File: src/rtl/cwt_pkg.sv
package cwt_pkg;

   localparam int unsigned CFG_W          = 16;
   localparam int unsigned NUM_WIN        = 3;
   localparam int unsigned REGION_FIXED   = 2;
   localparam int unsigned REGION_WIN_LO  = 8;
   localparam int unsigned REGION_SRAM    = 14;
   localparam int unsigned HALF_W         = 4;

   typedef logic [HALF_W-1:0] half_cost_t;

   typedef struct packed {
      half_cost_t nseq;
      half_cost_t seq;
   } pair_cost_t;

   // first-access code to wait cycles
   function automatic half_cost_t first_cost(input logic [1:0] code);
      case (code)
         2'd0:    first_cost = 4'd4;
         2'd1:    first_cost = 4'd3;
         2'd2:    first_cost = 4'd2;
         default: first_cost = 4'd8;
      endcase
   endfunction

   // sequential select to wait cycles; the slow value doubles per window
   function automatic half_cost_t burst_cost(input logic sel, input int unsigned win);
      burst_cost = sel ? 4'd1 : half_cost_t'(4'd2 << win);
   endfunction

endpackage

File: src/rtl/cwt_cfg_reg.sv
module cwt_cfg_reg #(
   parameter int unsigned CFG_W     = 16,
   parameter logic [CFG_W-1:0] RESET_VAL = '0
) (
   input  logic             clk,
   input  logic             rst_n,
   input  logic             we,
   input  logic [CFG_W-1:0] wdata,
   output logic [CFG_W-1:0] q
);
   always_ff @(posedge clk) begin
      if (!rst_n)  q <= RESET_VAL;
      else if (we) q <= wdata;
   end
endmodule

File: src/rtl/cwt_cost.sv
module cwt_cost
   import cwt_pkg::*;
#(
   parameter int unsigned REGION_W = 4,
   parameter int unsigned CNT_W    = 5
) (
   input  logic [CFG_W-1:0]    cfg,
   input  logic [REGION_W-1:0] region,
   input  logic                wide,
   input  logic                seq,
   output logic [CNT_W-1:0]    cost
);
   localparam int unsigned SUM_W = HALF_W + 1;

   generate
      if (CNT_W < SUM_W) begin : g_bad_cnt
         $error("CNT_W too small for the largest 32-bit cost");
      end
      if (REGION_W != 4) begin : g_bad_region
         $error("REGION_W must be 4");
      end
   endgenerate

   pair_cost_t win_cost [NUM_WIN];
   pair_cost_t sram_cost;
   pair_cost_t sel_cost;

   genvar w;
   generate
      for (w = 0; w < NUM_WIN; w++) begin : g_win
         localparam int unsigned FA_LSB  = 2 + 3 * w;
         localparam int unsigned SEQ_BIT = 4 + 3 * w;
         assign win_cost[w].nseq = first_cost(cfg[FA_LSB +: 2]);
         assign win_cost[w].seq  = burst_cost(cfg[SEQ_BIT], w);
      end
   endgenerate

   assign sram_cost.nseq = first_cost(cfg[1:0]);
   assign sram_cost.seq  = sram_cost.nseq;

   logic unused_cfg_hi;
   assign unused_cfg_hi = ^cfg[CFG_W-1:11];

   always_comb begin
      sel_cost = '0;
      case (region)
         4'd2:        sel_cost = '{nseq: 4'd2, seq: 4'd2};
         4'd8, 4'd9:  sel_cost = win_cost[0];
         4'd10, 4'd11: sel_cost = win_cost[1];
         4'd12, 4'd13: sel_cost = win_cost[2];
         4'd14:       sel_cost = sram_cost;
         default:     sel_cost = '0;
      endcase
   end

   logic [SUM_W-1:0] half_sel;
   logic [SUM_W-1:0] full_cost;

   always_comb begin
      half_sel = seq ? SUM_W'(sel_cost.seq) : SUM_W'(sel_cost.nseq);
      full_cost = SUM_W'(seq ? sel_cost.seq : sel_cost.nseq)
                + SUM_W'(sel_cost.seq) + SUM_W'(1);
      cost = wide ? CNT_W'(full_cost) : CNT_W'(half_sel);
   end
endmodule

File: src/rtl/cwt_countdown.sv
module cwt_countdown #(
   parameter int unsigned CNT_W = 5
) (
   input  logic             clk,
   input  logic             rst_n,
   input  logic             start,
   input  logic [CNT_W-1:0] load_val,
   output logic             busy,
   output logic             last
);
   logic [CNT_W-1:0] remain;

   always_ff @(posedge clk) begin
      if (!rst_n)               remain <= '0;
      else if (start && !busy)  remain <= load_val;
      else if (busy)            remain <= remain - CNT_W'(1);
   end

   assign busy = (remain != '0);
   assign last = (remain == CNT_W'(1));
endmodule

File: src/rtl/cart_wait_timer.sv
module cart_wait_timer
   import cwt_pkg::*;
#(
   parameter int unsigned ADDR_W     = 32,
   parameter int unsigned REGION_LSB = 24,
   parameter int unsigned REGION_W   = 4,
   parameter int unsigned CNT_W      = 5
) (
   input  logic              clk,
   input  logic              rst_n,
   input  logic              cfg_we,
   input  logic [15:0]       cfg_wdata,
   input  logic              req,
   input  logic [ADDR_W-1:0] req_addr,
   input  logic              req_wide,
   input  logic              req_seq,
   output logic [CNT_W-1:0]  wait_cycles,
   output logic              ready,
   output logic              busy
);
   generate
      if (REGION_LSB + REGION_W > ADDR_W) begin : g_bad_addr
         $error("region field lies outside the address");
      end
   endgenerate

   logic [CFG_W-1:0]    cfg_q;
   logic [REGION_W-1:0] region;
   logic                accept;
   logic                last;

   logic unused_addr;
   assign unused_addr = ^{req_addr[ADDR_W-1:REGION_LSB+REGION_W],
                          req_addr[REGION_LSB-1:0]};

   assign region = req_addr[REGION_LSB +: REGION_W];

   cwt_cfg_reg #(.CFG_W(CFG_W), .RESET_VAL('0)) u_cfg (
      .clk(clk), .rst_n(rst_n), .we(cfg_we), .wdata(cfg_wdata), .q(cfg_q)
   );

   cwt_cost #(.REGION_W(REGION_W), .CNT_W(CNT_W)) u_cost (
      .cfg(cfg_q), .region(region), .wide(req_wide), .seq(req_seq),
      .cost(wait_cycles)
   );

   assign accept = req && !busy;

   cwt_countdown #(.CNT_W(CNT_W)) u_cnt (
      .clk(clk), .rst_n(rst_n),
      .start(accept && (wait_cycles != '0)),
      .load_val(wait_cycles),
      .busy(busy), .last(last)
   );

   assign ready = last || (accept && (wait_cycles == '0));
endmodule

File: config.mk
export PLATFORM = sky130hd
export DESIGN_NAME = cart_wait_timer
export DESIGN_NICKNAME = d
export VERILOG_FILES = /design/src/rtl/cwt_pkg.sv /design/src/rtl/cwt_cfg_reg.sv /design/src/rtl/cwt_cost.sv /design/src/rtl/cwt_countdown.sv /design/src/rtl/cart_wait_timer.sv
export SDC_FILE = /design/constraint.sdc
export NUM_CORES = 1
export LEC_CHECK = 0
export BUFFER_PORTS_ARGS = -buffer_cell sky130_fd_sc_hd__buf_4
export CORE_MARGIN = 5
export CORE_UTILIZATION = 40
export CTS_BUF_LIST = sky130_fd_sc_hd__clkbuf_8
export CTS_CLUSTER_SIZE = 14
export DETAILED_ROUTE_END_ITERATION = 8
export PLACE_DENSITY_LB_ADDON = 0.25
export SYNTH_ARGS = -nofsm -noshare
export SYNTH_HDL_FRONTEND = slang
export SYNTH_SLANG_ARGS = --single-unit
File: constraint.sdc
create_clock -name clk -period 8.2 [get_ports clk]
set_input_delay 1.64 -clock clk [delete_from_list [all_inputs] [get_ports clk]]
set_output_delay 1.64 -clock clk [all_outputs]
set_load 0.01 [all_outputs]
==> results.yml <==
die:
  core_area_um2: 3610
  fp.dieArea_um2: 4990
  die_height_um: 70.7
  die_x_um: 70.7
  std_cell_rows: 22
  io_pins: 61
  start_util_pct: 40.8
yosys:
  yosysWarnings: 0
  ys.flop_type: "dfxtp_1"
  synthArstFlopShare_pct: 0
  ys_types: 52
  synthTopCellsByArea: "dfxtp_1 (22%), ha_1 (15%), mux2i_1 (10%)"
  synth_top_area_cell: "dfxtp_1"
  syn_area_per_cell_um2: 8.46
  synthCells: 174
  yosysTopAreaCellShare_pct: 21.8
  synth_most_common_cell: "inv_1"
  syn_area_um2: 1470
  synth_common_cells: "inv_1 (19), ha_1 (18), nor2_1 (17)"
  ys_seq_area_share_pct: 21.8
  synth_edf_count: 0
  synthesis.nets: 247
  ys_ff_latch: 16
global_routing:
  antenna_found_initial: 0
  grt_pass1_wl_um: 5110
  grtUsageTotal_pct: 12.6
  grt_pass1_vias: 1157
  grt_overflow: 0
  grt_max_degree: 20
hold_path:
  min_path_type: "reg -> reg"
  hold_depth: 2
timing:
  slew-limit-headroom_pct: 66.3
  fin_skew_ns: 0.00292
  final.setup.worst_slack_ns: 1.91
  finalCritPeriodShare_pct: 76.7
  hold_viol: 0
  hold_ws_ns: 0.520
  tightest_slew_ns: 0.504
  rsz0062_at_grt: "false"
  setup_violations: 0
  slew_viol_final: 0
  timing.fmax_mhz: 159
  final.min_clock_period_ns: 6.29
  timing.setup.tns_ns: 0
route:
  vias: 1296
  drc: 0
  wl_per_cell_um: 12.6
  ant_nets: 0
  wl_um: 3090
  via_per_inst: 5.29
  dr.pass1.iters: 4
  drt_iter0_markers: 63
finish:
  finalNetCount: 272
  postLayoutCoreUtil_pct: 47.7
  final_cells: 245
  layout-drive-gt1-share_pct: 19.8
  postLayoutCellArea_um2: 1720
  area_growth_pct: 16.7
  n_fill_cell: 362
  antenna_cells: 0
pwr:
  ir_drop_mv: 0.0873
  total_power_mw: 0.304
  leakage_nw: 0.828
  p_per_area_nw_per_um2: 177
clocking:
  cts_tree: "yes"
  cts_made_buffers: 3
  clock_latency_ns: 0.25
  clk_pin_slew_ns: 0.06
  postCtsSetupBuffers: 0
  cts.sinks: 16
  clockBufferDepth: 2
  htree_levels: 1
  cts-root-buf: "clkbuf_8"
  cts_hold_buf: 0
  cts_resized: 0
run:
  drv_cap: 0
critical_path:
  ff2ff_path_depth: 14
  criticalPathCategory: "in -> out"
  critPathLaunchType: "primary input"
  crit_required_ns: 6.56
  cp.arrival_ns: 4.65
  critPathMaxFanout: 15
  cp-end-kind: "primary output"
placed_design:
  port_buffers: 27
  dp_slack_ns: 1.89
  globalplace.congestion: 0.814
  hpwl_um: 2570
  dp.cells: 242
  place_area_um2: 1680
run_status:
  outcome: "finished clean"
==> critical path, cell delays in order <==
cell	delay, ns
buf_4	0.16
and3_1	0.19
a211oi_1	0.46
and2_1	0.22
or2_2	0.13
inv_1	0.04
ha_1	0.26
nand2_1	0.05
o21ai_0	0.18
xor2_1	0.10
mux2_4	0.29
or4_4	0.55
o31ai_1	0.22
buf_4	0.16
==> placed cells by master (no fill, tap or decap), types with 3 or more instances in the layout <==
master    synthesis  final
buf_4             0     27
inv_1            19     19
ha_1             18     18
nor2_1           17     17
dfxtp_1          16     16
mux2i_1          15     15
nand2_1           8      8
o21ai_0           7      7
nand3_1           6      6
nand3b_1          5      5
nand2b_1          4      4
a21oi_1           4      4
a21boi_1          3      3
nor2b_1           3      3
xor2_1            3      3
clkbuf_8          0      3
==> where the power goes <==
| part | total [mW] | internal (mW) | switching, mW | leakage [nW] |
|---|---|---|---|---|
| registers | 0.0976 | 0.0889 | 0.00867 | 0.132 |
| logic | 0.149 | 0.0716 | 0.0772 | 0.674 |
| clock network | 0.0580 | 0.0326 | 0.0254 | 0.0216 |
| total | 0.304 | 0.193 | 0.111 | 0.828 |
==> per-layer routing <==
layer  global-route usage [%]  up-vias  wire (um)  part of all wire (%)
met1                     15.8      615       1430                    46
met4                     6.26        0         60                   1.9
li1                         -      650          -                     -
met2                     20.5       26       1450                    47
met5                        0        -          0                     0
met3                     2.70        5        145                   4.7
==> cell type report <==
cell class	instances	area (um2)	share of cell area, %
multi-input cells	131	1020	59.3
inverters	20	75.1	4.37
flip-flops and latches	16	320	18.6
clock buffers	3	41.3	2.40
repair buffers	27	203	11.8
well taps	48	60.1	3.49
==> sequential cells by signal, indices dropped and copies added, names as in the netlist <==
name and flops:
u_cnt.remain 5, u_cfg.q 11
==> final timing paths <==
| kind | start | slack (ns) | endpoint |
|---|---|---|---|
| setup / recovery | req_addr[27] | 1.91 | ready |
| hold / removal | u_cnt.remain[2] | 0.52 | u_cnt.remain[2] |
| setup reg to reg | u_cfg.q[0] | 4.66 | u_cnt.remain[1] |
| hold reg to reg | u_cnt.remain[2] | 0.52 | u_cnt.remain[2] |
==> kinds of logic after synthesis <==
group / share of synthesized area (%)
fa+ha+maj: 16.7
simple gates: 21.5
compound gates: 17.5
flops: 21.8
xor+xnor: 2.38
mux: 11.2
buf+inv: 9.01
Note: power is estimated with default switching activity, not from simulation.
